[src/rtl/phacc_pkg.sv]
`timescale 1ns/1ps
package phacc_pkg;
    // Register offsets of the frequency byte lanes; the lane order matters
    localparam int FREQ_LO_OFS = 0;
    localparam int FREQ_HI_OFS = 1;

    typedef enum logic [1:0] {
        SEL_NONE = 2'd0,
        SEL_LO   = 2'd1,
        SEL_HI   = 2'd2
    } freq_sel_e;
endpackage

[src/rtl/phacc_addr_dec.sv]
`timescale 1ns/1ps
module phacc_addr_dec
    import phacc_pkg::*;
#(
    parameter int ADDR_W = 2
) (
    input  logic              wr_en_i,
    input  logic [ADDR_W-1:0] wr_addr_i,
    output freq_sel_e         sel_o
);
    localparam logic [ADDR_W-1:0] LO_A = ADDR_W'(FREQ_LO_OFS);
    localparam logic [ADDR_W-1:0] HI_A = ADDR_W'(FREQ_HI_OFS);

    always_comb begin
        sel_o = SEL_NONE;
        if (wr_en_i) begin
            if (wr_addr_i == LO_A)      sel_o = SEL_LO;
            else if (wr_addr_i == HI_A) sel_o = SEL_HI;
        end
    end
endmodule

[src/rtl/phacc_freq_reg.sv]
`timescale 1ns/1ps
module phacc_freq_reg
    import phacc_pkg::*;
#(
    parameter int FREQ_W = 16,
    parameter int BYTE_W = 8
) (
    input  logic              clk,
    input  logic              rst_n,
    input  freq_sel_e         sel_i,
    input  logic [BYTE_W-1:0] data_i,
    output logic [FREQ_W-1:0] freq_o
);
    localparam int LANES = FREQ_W / BYTE_W;

    logic [LANES-1:0]  lane_hit;
    logic [FREQ_W-1:0] freq_d, freq_q;

    // Lane 0 answers the low-byte select, lane 1 the high-byte select
    for (genvar g = 0; g < LANES; g++) begin : g_lane
        assign lane_hit[g] = (g == 0) ? (sel_i == SEL_LO) :
                             (g == 1) ? (sel_i == SEL_HI) : 1'b0;
    end

    always_comb begin
        freq_d = freq_q;
        for (int i = 0; i < LANES; i++) begin
            if (lane_hit[i]) freq_d[i*BYTE_W +: BYTE_W] = data_i;
        end
    end

    always_ff @(posedge clk or negedge rst_n) begin
        if (!rst_n) freq_q <= '0;
        else        freq_q <= freq_d;
    end

    assign freq_o = freq_q;
endmodule

[src/rtl/phacc_sync_det.sv]
`timescale 1ns/1ps
module phacc_sync_det (
    input  logic clk,
    input  logic rst_n,
    input  logic test_i,
    input  logic sync_i,
    input  logic src_msb_i,
    output logic clr_o
);
    logic prev_d, prev_q;

    always_comb begin
        prev_d = src_msb_i;   // history follows the source on every edge
        clr_o  = test_i | (sync_i & src_msb_i & ~prev_q);
    end

    always_ff @(posedge clk or negedge rst_n) begin
        if (!rst_n) prev_q <= 1'b0;
        else        prev_q <= prev_d;
    end
endmodule

[src/rtl/phacc_osc.sv]
`timescale 1ns/1ps
module phacc_osc
    import phacc_pkg::*;
#(
    parameter int ACC_W   = 24,
    parameter int FREQ_W  = 16,
    parameter int BYTE_W  = 8,
    parameter int PHASE_W = 12,
    parameter int TAP_BIT = 19,
    parameter int ADDR_W  = 2
) (
    input  logic               clk,
    input  logic               rst_n,
    input  logic               wr_en_i,
    input  logic [ADDR_W-1:0]  wr_addr_i,
    input  logic [BYTE_W-1:0]  wr_data_i,
    input  logic               test_i,
    input  logic               sync_i,
    input  logic               src_msb_i,
    output logic [PHASE_W-1:0] phase_o,
    output logic               tap_o,
    output logic               msb_o
);
    localparam int PAD_W = ACC_W - FREQ_W;

    typedef struct packed {
        logic [ACC_W-1:0] acc;
    } osc_st_t;

    freq_sel_e         sel;
    logic [FREQ_W-1:0] freq;
    logic              clr;
    logic [ACC_W-1:0]  addend;
    osc_st_t           st_d, st_q;

    phacc_addr_dec #(.ADDR_W(ADDR_W)) u_dec (
        .wr_en_i  (wr_en_i),
        .wr_addr_i(wr_addr_i),
        .sel_o    (sel)
    );

    phacc_freq_reg #(.FREQ_W(FREQ_W), .BYTE_W(BYTE_W)) u_freq (
        .clk   (clk),
        .rst_n (rst_n),
        .sel_i (sel),
        .data_i(wr_data_i),
        .freq_o(freq)
    );

    phacc_sync_det u_sync (
        .clk      (clk),
        .rst_n    (rst_n),
        .test_i   (test_i),
        .sync_i   (sync_i),
        .src_msb_i(src_msb_i),
        .clr_o    (clr)
    );

    always_comb begin
        addend = {{PAD_W{1'b0}}, freq};
        st_d   = st_q;
        if (clr) st_d.acc = '0;
        else     st_d.acc = st_q.acc + addend;   // wraps modulo 2^ACC_W
    end

    always_ff @(posedge clk or negedge rst_n) begin
        if (!rst_n) st_q <= '0;
        else        st_q <= st_d;
    end

    assign phase_o = st_q.acc[ACC_W-1 -: PHASE_W];
    assign tap_o   = st_q.acc[TAP_BIT];
    assign msb_o   = st_q.acc[ACC_W-1];
endmodule

[config.mk]
export PLATFORM = sky130hd
export DESIGN_NAME = phacc_osc
export DESIGN_NICKNAME = d
export VERILOG_FILES = /design/src/rtl/phacc_pkg.sv /design/src/rtl/phacc_addr_dec.sv /design/src/rtl/phacc_freq_reg.sv /design/src/rtl/phacc_sync_det.sv /design/src/rtl/phacc_osc.sv
export SDC_FILE = /design/constraint.sdc
export NUM_CORES = 1
export LEC_CHECK = 0
export ABC_AREA = 1
export BUFFER_PORTS_ARGS = -buffer_cell sky130_fd_sc_hd__buf_2
export CORE_UTILIZATION = 54
export DETAILED_ROUTE_END_ITERATION = 12
export GPL_TIMING_DRIVEN = 0
export PLACE_DENSITY_LB_ADDON = 0.15
export REMOVE_ABC_BUFFERS = 1
export SKIP_LAST_GASP = 1
export SYNTH_ARGS = -nofsm -noshare
export SYNTH_HDL_FRONTEND = slang
export SYNTH_HIERARCHICAL = 1
export SYNTH_SLANG_ARGS = --single-unit
[constraint.sdc]
create_clock -name clk -period 1.75 [get_ports clk]
set_input_delay 0.175 -clock clk [delete_from_list [all_inputs] [get_ports clk]]
set_output_delay 0.175 -clock clk [all_outputs]
set_load 0.005 [all_outputs]
==> summary.md <==
| Metric | Value |
|---|---|
| Status | `complete, but fails checks` |
| Failing checks | `negative hold slack, negative setup slack` |
| Peak supply drop | `0.000889 V` |
| Post-synth EDFFs | `0` |
| Overall Power | `4200 µW` |
| Crit path capture | `st_q[12]` |
| Pre-CTS setup slack | `-0.208 ns` |
| RSZ-0062 raised after global routing | `yes` |
| Vias in the first global route | `2627` |
| Sequential area share after synthesis | `0.339` |
| Port Buffers | `29` |
| Reg2reg setup slack | `-0.04 ns` |
| Clock sinks | `41` |
| Initial DRC count | `290` |
| Mapped Area | `3020 µm²` |
| Overflow after GRT | `0` |
| Total wire length | `7790 µm` |
| Max Cap Viol | `0` |
| Critical path endpoint category | `register` |
| Layout Cells excl Fill | `568` |
| Number of instances in the placed design | `546` |
| TritonCTS clock tree | `built` |
| Most area-hungry cell type in the Yosys netlist | `dfrtp_1` |
| Fraction of registers with async set/reset | `1.00` |
| Final Cycle Share | `1.02` |
| Worst Path Arrival | `2.03 ns` |
| CTS clk-pin slew, worst paths | `0.09 ns` |
| Die Y | `76.8 µm` |
| Worst r2r src | `u_freq/freq_o[0]` |
| Avg Cell Area, Syn | `6.53 µm²` |
| Routability cong. | `0.869` |
| Mapped Cells | `463` |
| Fin. Hold Viols | `5` |
| Warning count from the yosys run | `6` |
| CTS root buffer | `clkbuf_8` |
| Antenna Nets Post-Route | `0` |
| Internal | `2430 µW` |
| Die Footprint | `5900 µm²` |
| DP HPWL | `5190 µm` |
| CORE AREA | `5240 µm²` |
| Largest net degree at the start of global routing | `42` |
| Hold WC Path Type | `in -> async` |
| H-tree Lvls | `2` |
| Pleak | `0.00203 µW` |
| GRT met1 Usage | `0.347` |
| Top-Level Pins | `30` |
| Inserted Diodes | `0` |
| Crit-path max FO | `3` |
| First-pass GRT wire length | `11800 µm` |
| Post-synth cell types | `29` |
| Power per cell area | `1140 nW/µm²` |
| Total GRT Usage | `0.254` |
| Sequential share of power | `0.317` |
| Clock Tree Buf Depth | `2` |
| Top cells by count, synth | `nand2_1, inv_1, nor2_1, dfrtp_1, nand3_1` |
| Top achievable clock speed | `558 MHz` |
| Die width | `76.8 µm` |
| CP Data Required Time | `1.99 ns` |
| Residual DRC | `0` |
| Synth area leaders | `dfrtp_1, nand2_1, inv_1, ha_1, nor2_1` |
| Worst path slowest cell | `dfrtp_1` |
| Syn-to-layout area delta | `22.4%` |
| Post-route setup slack | `-0.0421 ns` |
| Switch share | `0.421` |
| Fillcell total | `424` |
| Post-layout nets | `530` |
| Most common cell in the synthesized netlist | `nand2_1` |
| CTS Buf Count | `5` |
| Comb power frac | `0.492` |
| P_sw | `1770 µW` |
| Share of post-route cells with drive strength above 1 | `0.247` |
| Starting Density | `0.577` |
| Final Max Slew Viols | `0` |
| First-pass iteration count of the detailed router | `5` |
| Critical path launch point type | `register` |
| Max-slew headroom | `0.378` |
| Met2 usage | `0.421` |
| Area fraction of the dominant cell type after synthesis | `0.339` |
| GR peak layer | `met2` |
| Cell row count | `26` |
| Worst Setup SP | `u_freq/freq_o[0]` |
| Met3 Track Usage GR | `0.0393` |
| Top_reg_cell synth | `dfrtp_1` |
| Final setup viols | `2` |
| Actual slew at the worst max-slew pin | `0.933 ns` |
| Worst-skew pair later-pin latency | `0.31 ns` |
| Layout Skew | `0.00758 ns` |
| Via-per-instance ratio | `5.17` |
| DR vias | `2938` |
| Hold_ws | `-0.00480 ns` |
| Clk network pwr share | `0.191` |
| R2r endpoint | `st_q[12]` |
| Initial antenna violation count | `0` |
| Critical setup path kind | `reg -> reg` |
| Routed length per placed instance | `13.7 µm` |
| Setup TNS | `-0.0673 ns` |
| Reg2reg path depth | `10` |
| Period minus WS final | `1.79 ns` |
| Synthesized flop and latch total | `41` |
| CP Cell Sequence | `ha_4 > fa_2 > nand2_2 > nand2_4 > nand2_4 > nor2_4 > or2_4 > nand2_2 > nand2_1 > nor2_1` |
| Worst stage delay on the critical path | `0.42 ns` |
## sequential cells by signal (all words and copies together) (netlist names)
register / flops
st_q: 24
u_freq/freq_o: 16
u_sync/prev_q: 1
## power groups by stage
| stage | clock network [µW] | registers [µW] | logic (µW) |
|---|---|---|---|
| after floorplan | 0 | 1230 | 1110 |
| after global placement | 0 | 1250 | 1420 |
| after detailed placement | 0 | 1260 | 1450 |
| after CTS | 804 | 1250 | 1560 |
| after global routing | 849 | 1340 | 2260 |
| final | 802 | 1330 | 2070 |
## cells in the final DEF, fill, tap and decap left out, types with 2 or more instances in the layout
cell,count
a21oi_4,2
nand2_1,155
nor2_4,4
clkbuf_8,5
nor2_2,11
inv_2,6
a21oi_2,3
nand3_1,34
ha_4,15
a21oi_1,12
nand3_2,3
nor2_1,44
buf_2,29
o21ai_0,6
buf_4,13
inv_1,69
nand4_1,4
nand2_4,7
nand2_2,18
dfrtp_1,41
## layer usage
metal | up-vias | part of all wire
met2 | 80 | 0.49
met4 | 0 | 0.021
met5 | - | 0
met3 | 17 | 0.043
li1 | 1469 | -
met1 | 1372 | 0.44
## area by class of cell
type                            count  area (µm²)  area share
Clock inverter                      2        38.8      0.0105
Sequential cell                    41        1030       0.277
Timing Repair Buffer               43         253      0.0683
Clock buffer                        6        72.6      0.0196
Tap cell                           70        87.6      0.0237
Multi-Input combinational cell    330        1940       0.523
Inverter                           76         285      0.0771
## what timing repair did
action | 4_1_cts | 5_1_grt
hold buffers | 1 | 0
hold endpoints to repair | 1 | 0
resized for setup | 15 | 55
buffers inserted | 3 | 10
endpoints found under the setup margin | 12 | 18
pin swaps | 4 | 16
## worst max-delay path, delay by kind of cell, from the launching register on
family,cells,cell delay [ns]
simple gates,8,0.78
fa+ha+maj,2,0.54
flops,1,0.42
## worst min path at each step
| stage | end | cells past startpoint | from | slack, ns |
|---|---|---|---|---|
| floorplan | st_q[0] | 0 | rst_n | -0.12 |
| global placement | u_sync/prev_q | 1 | src_msb_i | 0.30 |
| detailed placement | u_sync/prev_q | 1 | src_msb_i | 0.30 |
| CTS | st_q[17] | 1 | rst_n | 0.03 |
| global route | u_sync/prev_q | 1 | rst_n | 0.09 |
| finish | st_q[0] | 1 | rst_n | -0.005 |
## per-stage QoR
stage / instance area [µm²] / utilization
after floorplan: 2900 / -
after global placement: 3130 / 0.598
after detailed placement: 3130 / 0.598
after CTS: 3350 / 0.640
after global routing: 3700 / 0.706
final: 3700 / 0.706
## logic make-up after synthesis
| logic type | count (synthesis) | synth area share |
|---|---|---|
| simple gates | 286 | 0.401 |
| buf+inv | 92 | 0.136 |
| flops | 41 | 0.339 |
| compound gates | 25 | 0.0455 |
| fa+ha+maj | 17 | 0.0728 |
| xor+xnor | 2 | 0.00580 |
Note: power is estimated with default switching activity, not from simulation.
